## src/rtl/btn_evt_pkg.sv

```systemverilog
package btn_evt_pkg;
  localparam int NUM_BTN = 2;
  localparam int BTN_PWR = 0;
  localparam int BTN_SLP = 1;

  typedef struct packed {
    logic fix;
    logic gpe;
  } btn_sts_t;
endpackage

```

## src/rtl/btn_sync.sv

```systemverilog
module btn_sync #(
  parameter int  STAGES  = 2,
  parameter logic RST_VAL = 1'b1
) (
  input  logic clk_i,
  input  logic rst_ni,
  input  logic d_i,
  output logic q_o
);
  logic [STAGES-1:0] sync_q;

  always_ff @(posedge clk_i or negedge rst_ni) begin
    if (!rst_ni) sync_q <= {STAGES{RST_VAL}};
    else         sync_q <= {sync_q[STAGES-2:0], d_i};
  end

  assign q_o = sync_q[STAGES-1];
endmodule

```

## src/rtl/btn_debounce.sv

```systemverilog
module btn_debounce #(
  parameter int DEB_TICKS = 16
) (
  input  logic clk_i,
  input  logic rst_ni,
  input  logic tick_i,
  input  logic lvl_i,
  output logic lvl_o
);
  localparam int CW = $clog2(DEB_TICKS + 1);
  localparam logic [CW-1:0] LAST = CW'(DEB_TICKS - 1);

  logic [CW-1:0] cnt_q;
  logic          lvl_q;

  always_ff @(posedge clk_i or negedge rst_ni) begin
    if (!rst_ni) begin
      cnt_q <= '0;
      lvl_q <= 1'b1;
    end else if (lvl_i == lvl_q) begin
      cnt_q <= '0;
    end else if (tick_i) begin
      if (cnt_q == LAST) begin
        lvl_q <= lvl_i;
        cnt_q <= '0;
      end else begin
        cnt_q <= cnt_q + 1'b1;
      end
    end
  end

  assign lvl_o = lvl_q;
endmodule

```

## src/rtl/btn_holdoff.sv

```systemverilog
module btn_holdoff #(
  parameter int HOLDOFF_TICKS = 1000
) (
  input  logic clk_i,
  input  logic rst_ni,
  input  logic tick_i,
  input  logic pwr_good_i,
  output logic armed_o
);
  localparam int HW = $clog2(HOLDOFF_TICKS + 1);
  localparam logic [HW-1:0] FULL = HW'(HOLDOFF_TICKS);

  logic [HW-1:0] cnt_q;

  always_ff @(posedge clk_i or negedge rst_ni) begin
    if (!rst_ni)                     cnt_q <= '0;
    else if (!pwr_good_i)            cnt_q <= '0;
    else if (tick_i && cnt_q != FULL) cnt_q <= cnt_q + 1'b1;
  end

  assign armed_o = (cnt_q == FULL);
endmodule

```

## src/rtl/btn_status.sv

```systemverilog
module btn_status
  import btn_evt_pkg::*;
(
  input  logic     clk_i,
  input  logic     rst_ni,
  input  logic     press_i,
  input  logic     fix_en_i,
  input  logic     clr_i,
  input  logic     kill_i,
  output btn_sts_t sts_o
);
  btn_sts_t sts_q;

  always_ff @(posedge clk_i or negedge rst_ni) begin
    if (!rst_ni) begin
      sts_q <= '0;
    end else if (kill_i) begin
      sts_q <= '0;
    end else begin
      // level-sticky: an active press wins over a clear
      if (press_i)      sts_q.gpe <= 1'b1;
      else if (clr_i)   sts_q.gpe <= 1'b0;
      if (press_i && fix_en_i) sts_q.fix <= 1'b1;
      else if (clr_i)          sts_q.fix <= 1'b0;
    end
  end

  assign sts_o = sts_q;
endmodule

```

## src/rtl/button_event_ctrl.sv

```systemverilog
module button_event_ctrl
  import btn_evt_pkg::*;
#(
  parameter int DEB_TICKS     = 16,
  parameter int HOLDOFF_TICKS = 1000,
  parameter int SYNC_STAGES   = 2
) (
  input  logic clk_i,
  input  logic rst_ni,
  input  logic ms_tick_i,
  input  logic pwr_btn_ni,
  input  logic slp_btn_ni,
  input  logic sb_pwr_good_i,
  input  logic main_pwr_on_i,
  input  logic pwr_fix_en_i,
  input  logic slp_fix_en_i,
  input  logic legacy_mode_i,
  input  logic slp_wake_en_i,
  input  logic pwr_clr_fix_i,
  input  logic pwr_clr_gpe_i,
  input  logic slp_clr_fix_i,
  input  logic slp_clr_gpe_i,
  output logic pwr_fix_sts_o,
  output logic pwr_gpe_sts_o,
  output logic slp_fix_sts_o,
  output logic slp_gpe_sts_o,
  output logic pwr_btn_no,
  output logic wake_req_o,
  output logic sleep_req_o
);
  logic [NUM_BTN-1:0] raw_n, sync_n, deb_n, press, fix_en, clr, kill;
  btn_sts_t           sts [NUM_BTN];
  logic               det_armed;
  logic               sleep_req_q;

  assign raw_n[BTN_PWR]  = pwr_btn_ni;
  assign raw_n[BTN_SLP]  = slp_btn_ni;
  assign fix_en[BTN_PWR] = pwr_fix_en_i;
  assign fix_en[BTN_SLP] = slp_fix_en_i;
  assign clr[BTN_PWR]    = pwr_clr_fix_i | pwr_clr_gpe_i;
  assign clr[BTN_SLP]    = slp_clr_fix_i | slp_clr_gpe_i;

  btn_holdoff #(.HOLDOFF_TICKS(HOLDOFF_TICKS)) u_hold (
    .clk_i      (clk_i),
    .rst_ni     (rst_ni),
    .tick_i     (ms_tick_i),
    .pwr_good_i (sb_pwr_good_i),
    .armed_o    (det_armed)
  );

  // legacy power-off only applies to the power button
  assign kill[BTN_PWR] = legacy_mode_i & main_pwr_on_i & press[BTN_PWR];
  assign kill[BTN_SLP] = 1'b0;

  for (genvar b = 0; b < NUM_BTN; b++) begin : g_btn
    btn_sync #(.STAGES(SYNC_STAGES), .RST_VAL(1'b1)) u_sync (
      .clk_i  (clk_i),
      .rst_ni (rst_ni),
      .d_i    (raw_n[b]),
      .q_o    (sync_n[b])
    );

    btn_debounce #(.DEB_TICKS(DEB_TICKS)) u_deb (
      .clk_i  (clk_i),
      .rst_ni (rst_ni),
      .tick_i (ms_tick_i),
      .lvl_i  (sync_n[b]),
      .lvl_o  (deb_n[b])
    );

    assign press[b] = det_armed & ~deb_n[b];

    btn_status u_sts (
      .clk_i    (clk_i),
      .rst_ni   (rst_ni),
      .press_i  (press[b]),
      .fix_en_i (fix_en[b]),
      .clr_i    (clr[b]),
      .kill_i   (kill[b]),
      .sts_o    (sts[b])
    );
  end

  always_ff @(posedge clk_i or negedge rst_ni) begin
    if (!rst_ni) sleep_req_q <= 1'b0;
    else         sleep_req_q <= kill[BTN_PWR];
  end

  assign pwr_fix_sts_o = sts[BTN_PWR].fix;
  assign pwr_gpe_sts_o = sts[BTN_PWR].gpe;
  assign slp_fix_sts_o = sts[BTN_SLP].fix;
  assign slp_gpe_sts_o = sts[BTN_SLP].gpe;
  assign pwr_btn_no    = deb_n[BTN_PWR];
  assign wake_req_o    = sts[BTN_PWR].gpe | (sts[BTN_SLP].gpe & slp_wake_en_i);
  assign sleep_req_o   = sleep_req_q;
endmodule

```

## config.mk

```make
export PLATFORM = sky130hd
export DESIGN_NAME = button_event_ctrl
export DESIGN_NICKNAME = d
export VERILOG_FILES = /design/src/rtl/btn_evt_pkg.sv /design/src/rtl/btn_sync.sv /design/src/rtl/btn_debounce.sv /design/src/rtl/btn_holdoff.sv /design/src/rtl/btn_status.sv /design/src/rtl/button_event_ctrl.sv
export SDC_FILE = /design/constraint.sdc
export NUM_CORES = 1
export LEC_CHECK = 0
export ABC_AREA = 1
export BUFFER_PORTS_ARGS = -buffer_cell sky130_fd_sc_hd__buf_2
export CAP_MARGIN = 15
export CORE_AREA = 2 2 56 58
export CTS_CLUSTER_SIZE = 10
export DETAILED_ROUTE_END_ITERATION = 16
export DIE_AREA = 0 0 58 60
export PLACE_DENSITY = 0.77
export SYNTH_ARGS = -nofsm -noshare
export SYNTH_HDL_FRONTEND = slang
export SYNTH_SLANG_ARGS = --single-unit
```

## constraint.sdc

```tcl
create_clock -name clk_i -period 1.7 [get_ports clk_i]
set_input_delay 0.17 -clock clk_i [delete_from_list [all_inputs] [get_ports clk_i]]
set_output_delay 0.17 -clock clk_i [all_outputs]
set_load 0.005 [all_outputs]
```

==> metrics.txt, run 1 <==
status complete, no violations; Warnings, synthesis 0; Post-synth ARST share 100%; row count 20; CTS tree yes; vias in the first global route 1,131; Final setup viols 0; post-DP HPWL 1990 um; Post-Layout Cell Count 252; crit-path most repeated cell nand2_1; final worst path period share 85.6%; DR pass1 iterations 5; CP max-delay cell dfrtp_1; DRT iter0 DRCs 49; Layout fillers 254; Synth Flop Type dfrtp_1; # IOs 22; final setup TNS 0 ns; post-synthesis sequential area ratio 49.9%; die outline height 60 um; wire per inst 11.2 um; RePlAce Congestion 0.848; die span in x 58 um; DRC errors left 0; # nets final 237; post-CTS setup buffers 0; port bufs 21; Routed Antenna Nets 0; Max-Cap Viols 0; CTS Buffer Depth 2; Final Skew 0.0178 ns; Clk pin slew, worst setup/hold paths 0.11 ns; CP required 1.92 ns; Worst-Skew Late Latency 0.34 ns; slew margin rel. 55.7%; Hold Fails Final Rpt 0; Vias 1,294; Synth Area per Inst 8.26 sq um; fin. max-slew vios 0; hold_ws 0.0419 ns; Synth Register Bits 31; fmax 688 MHz; Distinct cells, synth 28; Setup CP Type reg2reg; CP max stage delay 0.40 ns; Overflow after GRT 0; RSZ-0062 raised after global routing no; Die ar. 3480 sq um; crit path time final 1.45 ns; CP delay by family, top simple AND/OR/NAND/NOR gates; VDD IR-drop max 508 uV; cell area power density 800 nW/um^2; synthesized area 1570 sq um; Root Buffer Master clkbuf_4; CP Cell Sequence inv_1, ha_1, nand2_1, nor2_2, nand3_4, nand2_4, inv_2, nand3_1, nand2_1; CTS sink count 31; startpoint types flop; CP Max Fanout 9; final WL 2820 um; largest net degree at the start of global routing 32; proportion of layout cells with a drive suffix above 1 19.6%; GR Util All Layers 19.0%; TritonCTS Buffers 5; vias per std cell 5.13; WP buf/inv 2; hold buffers post-CTS 3; antenna cells 0; core area 2900 sq um; Pleak 0.932 nW; initial antenna violation count 0; Cells after Synth 190; htree depth 2; element type at the critical path end flop; actual slew at the worst max-slew pin 0.665 ns; Finished Cell Area 1800 sq um; Initial Util 54.1%; EDFF count, synth 0; area added between synthesis and finish 14.6%; min-delay worst type in2reg; Placed Area 1700 sq um; first-pass GRT wire length 4860 um; Post-Syn Nets 209; CP arrival 1.67 ns; CTS resizes 0; Placed Instances 241
[flip-flops by register name, summed over array words and instances, names as in the netlist]
register,cells
u_hold.cnt_q,10
g_btn.u_sts.sts_o,4
sleep_req_o,1
g_btn.u_sync.sync_q,4
g_btn.u_deb.cnt_q,10
g_btn.u_deb.lvl_o,2
[cell usage after synthesis (all sizes together) (2+ instances only)]
master  instances  area (sq um)
inv            25          93.8
dfstp           6           158
nor3            2          15.0
nand2          53           214
nand4           7          43.8
o21ai          10          50.0
ha              4          50.1
o22ai           2          12.5
a21oi           5          25.0
nand3          15          87.6
nor2           22          87.6
xor2            5          43.8
buf             3          16.3
dfrtp          25           626
[power breakdown]
group	total, mW	leakage, nW	switching [mW]	internal [mW]
combinational	0.132	0.487	0.0787	0.0533
clock	0.499	0.0386	0.256	0.243
sequential	0.807	0.407	0.0294	0.778
total	1.44	0.932	0.364	1.07
[worst reg2reg max path, cell delays in order (launching register included)]
cell and delay [ns]:
dfrtp_1 0.40, inv_1 0.12, ha_1 0.16, nand2_1 0.06, nor2_2 0.15, nand3_4 0.12, nand2_4 0.10, inv_2 0.08
nand3_1 0.09, nand2_1 0.06
[cell usage in the layout (no fill, tap or decap), drive strengths merged, types with 2 or more instances in the layout]
cell type,n
nand2,53
dfrtp,25
inv,25
nor2,22
buf,21
nand3,15
o21ai,10
clkbuf,8
nand4,7
dfstp,6
a21oi,5
xor2,5
ha,4
dlygate4sd3,3
o22ai,2
nor3,2
[final timing paths]
kind | startpoint | endpoint | slack (ns) | cells past startpoint
setup / recovery | u_hold.cnt_q[0]$_DFFE_PN0P_ | u_hold.cnt_q[6]$_DFFE_PN0P_ | 0.25 | 9
min in group asynchronous | rst_ni | g_btn[1].u_sts.sts_o[0]$_DFFE_PN0P_ | 0.38 | 2
hold reg to reg | g_btn[1].u_sync.sync_q[0]$_DFF_PN1_ | g_btn[1].u_sync.sync_q[1]$_DFF_PN1_ | 0.36 | 0
setup reg to reg | u_hold.cnt_q[0]$_DFFE_PN0P_ | u_hold.cnt_q[6]$_DFFE_PN0P_ | 0.25 | 9
max in group asynchronous | rst_ni | g_btn[1].u_deb.cnt_q[1]$_DFFE_PN0P_ | 0.87 | 2
hold / removal | slp_fix_en_i | g_btn[1].u_sts.sts_o[1]$_DFFE_PN0P_ | 0.04 | 3
[through the flow]
stage	power, mW	setup WS (ns)	util (%)
floorplan	0.899	0.396	-
global placement	0.948	0.309	58.5
detailed placement	0.950	0.281	58.5
CTS	1.45	0.247	61.9
global route	1.52	0.0685	61.9
finish	1.44	0.246	61.9
[routing by layer]
metal  track usage (%)  wire (um)  vias to the layer above
met5                 0          0                        -
met4              6.98         45                        0
met3              6.49        138                        6
met2              29.4       1290                       29
met1              24.7       1350                      600
li1                  -          -                      659
[final cells by class]
cell class / count / area [sq um] / share of cell area (%)
inverter: 26 / 103 / 5.71
clock buffer: 8 / 68.8 / 3.83
sequential: 31 / 783 / 43.6
multi-input combinational: 130 / 667 / 37.1
tap: 33 / 41.3 / 2.30
timing repair buffer: 24 / 135 / 7.52
[cell families after synthesis]
kind of cell,after synthesis,share of synthesized area [%]
AO/OA/AOI/OAI,20,7.10
adder cells (fa/ha/maj),4,3.19
buffers and inverters,29,7.58
AND/OR/NAND/NOR,101,29.4
flip-flops,31,49.9
XOR/XNOR,5,2.79
(Power assumes the default switching activity.)
==> run 2: changes to the inputs <==
MAX_ROUTING_LAYER = met4   (was unset)
clock period = 1.6 ns   (was 1.7 ns; I/O delays follow)
==> metrics.txt, run 2 (synthesis gave the netlist of run 1 again) <==
TritonCTS Buffers 5 (unchanged); Max-Cap Viols 0 (unchanged); Setup WS pre-CTS 0.182 ns (-0.0982 ns); row count 20 (unchanged); cell area power density 820 nW/um^2 (+2.6%); Hold Fails Final Rpt 0 (unchanged); total power 1.46 mW (+1.9%); Sw Ratio 25.8% (+0.53 points); R2R cell count 9 (unchanged); post-DP HPWL 1970 um (-0.81%); initial antenna violation count 0 (unchanged); CP required 1.83 ns (-0.09 ns); final worst path period share 86.5% (+0.90 points); NetSw 378 uW (+4.0%); status complete, no violations; most common cell after layout, fill and taps aside nand2_1; VDD IR-drop max 595 uV (+17%); Int Pwr 1.09 mW (+1.1%); wire per inst 11.0 um (-1.8%); fin. max-slew vios 0 (unchanged); min-delay worst type in2reg; vias per std cell 4.99 (-2.8%); CP Max Fanout 9 (unchanged); DRT iter0 DRCs 65 (+33%); RSZ-0062 raised after global routing no; vias in the first global route 1,117 (-1.2%); worst setup margin 0.217 ns (-0.0288 ns); actual slew at the worst max-slew pin 0.673 ns (+0.00775 ns); Worst-Skew Late Latency 0.34 ns (about the same); die outline height 60 um (unchanged); element type at the critical path end flop; port bufs 21 (unchanged); post-CTS setup buffers 0 (unchanged); startpoint types flop; proportion of layout cells with a drive suffix above 1 20.2% (+0.55 points); RePlAce Congestion 0.862 (+1.7%); Setup CP Type reg2reg; CTS tree yes; share of power burned in the clock network 31.9% (-2.8 points); Final setup viols 0 (unchanged); antenna cells 0 (unchanged); crit path time final 1.38 ns (-0.0712 ns); Post-Layout Cell Count 251 (-0.40%); Initial Util 54.1% (unchanged); slew margin rel. 55.2% (-0.52 points); most frequent cells in the layout nand2_1, dfrtp_1, inv_1, buf_2, nor2_1; # nets final 237 (unchanged); largest net degree at the start of global routing 32 (unchanged); Overflow after GRT 0 (unchanged); CTS Buffer Depth 2 (unchanged); final WL 2760 um (-2.2%); Pleak 0.928 nW (-0.51%); CP Cell Sequence inv_2, ha_1, nand2_1, nor2_2, nand3_4, nand2_4, inv_2, nand3_1, nand2_1; area added between synthesis and finish 13.8%; combinational power share 9.6% (+0.4 points); CP arrival 1.61 ns (-0.06 ns); Placed Instances 241 (unchanged); Final Skew 0.0132 ns (-0.00466 ns); CP max stage delay 0.41 ns (about the same); die span in x 58 um (unchanged); Vias 1,253 (-3.2%); Hold Crit Depth 3 (unchanged); Die ar. 3480 sq um (unchanged); first-pass GRT wire length 4820 um (-0.70%); DR pass1 iterations 4 (-1); htree depth 2 (unchanged); Clk pin slew, worst setup/hold paths 0.09 ns (-0.02 ns); core area 2900 sq um (unchanged); GR Util All Layers 19.4% (+0.44 points); fmax 723 MHz (+5.1%); biggest regs g_btn.u_deb.cnt_q x10, u_hold.cnt_q x10; CP max-delay cell dfrtp_1; # IOs 22 (unchanged); Routed Antenna Nets 0 (unchanged); DRC errors left 0 (unchanged); share of power burned in registers 58.5% (+2.4 points); Root Buffer Master clkbuf_4; final setup TNS 0 ns (unchanged); CTS sink count 31 (unchanged); hold_ws 0.0341 ns (-0.00772 ns)
[run 2: cell count changes in the layout (fill, tap and decap cells not counted)]
cell / change
clkbuf_8: -1
inv_2: +1
inv_1: -1
clkinv_2: +1
clkbuf_1: -1
[run 2: repair_timing]
| item | 4_1_cts | 5_1_grt |
|---|---|---|
| resized for setup | 0 | 1 |
| hold buffers | 3 | 0 |
| endpoints found under the hold margin | 27 | 0 |
| endpoints found under the setup margin | 0 | 7 |
[run 2: path summary, 6_finish.rpt]
kind                                                        to                                 from  slack (ns)
max                                u_hold.cnt_q[6]$_DFFE_PN0P_          u_hold.cnt_q[0]$_DFFE_PN0P_        0.22
min                        g_btn[1].u_sts.sts_o[1]$_DFFE_PN0P_                         slp_fix_en_i        0.03
max reg2reg                        u_hold.cnt_q[6]$_DFFE_PN0P_          u_hold.cnt_q[0]$_DFFE_PN0P_        0.22
min reg2reg                g_btn[1].u_sync.sync_q[1]$_DFF_PN1_  g_btn[1].u_sync.sync_q[0]$_DFF_PN1_        0.36
max in group asynchronous  g_btn[1].u_deb.cnt_q[2]$_DFFE_PN0P_                               rst_ni        0.77
min in group asynchronous  g_btn[0].u_sts.sts_o[1]$_DFFE_PN0P_                               rst_ni        0.39
[run 2: stage by stage]
stage | cell area, sq um | utilization (%)
2_1_floorplan | 1570 | -
3_3_place_gp | 1700 | 58.5
3_5_place_dp | 1700 | 58.5
4_1_cts | 1790 | 61.5
5_1_grt | 1790 | 61.5
6_report | 1790 | 61.5
[run 2: layout make-up]
| type | count | area [sq um] |
|---|---|---|
| inverters | 26 | 103 |
| fillers | 250 | 1120 |
| multi-input cells | 130 | 667 |
| repair buffers | 24 | 135 |
| well taps | 33 | 41.3 |
| clock inverters | 1 | 5.00 |
| clock buffers | 6 | 51.3 |
| flip-flops and latches | 31 | 783 |
[run 2: power by group through the flow]
| stage | registers (mW) | logic (mW) | clock network (mW) |
|---|---|---|---|
| floorplan | 0.867 | 0.0875 | 0 |
| global placement | 0.872 | 0.135 | 0 |
| finish | 0.857 | 0.141 | 0.467 |
| global route | 0.866 | 0.164 | 0.521 |
| CTS | 0.858 | 0.143 | 0.480 |
| detailed placement | 0.873 | 0.137 | 0 |
[run 2: worst max-delay path: cells and delay by family (launching register included)]
family / cells / cell delay, ns
adder cells (fa/ha/maj): 1 / 0.14
AND/OR/NAND/NOR: 6 / 0.56
flip-flops: 1 / 0.41
buffers and inverters: 2 / 0.17
[run 2: per-layer routing]
metal,global-route usage [%],wire (um),share of wire [%],vias up
met3,6.49,124,4.5,6
met4,7.97,47,1.7,0
li1,-,-,-,659
met1,24.8,1380,50,567
met5,-,0,0,-
met2,28.4,1210,44,21
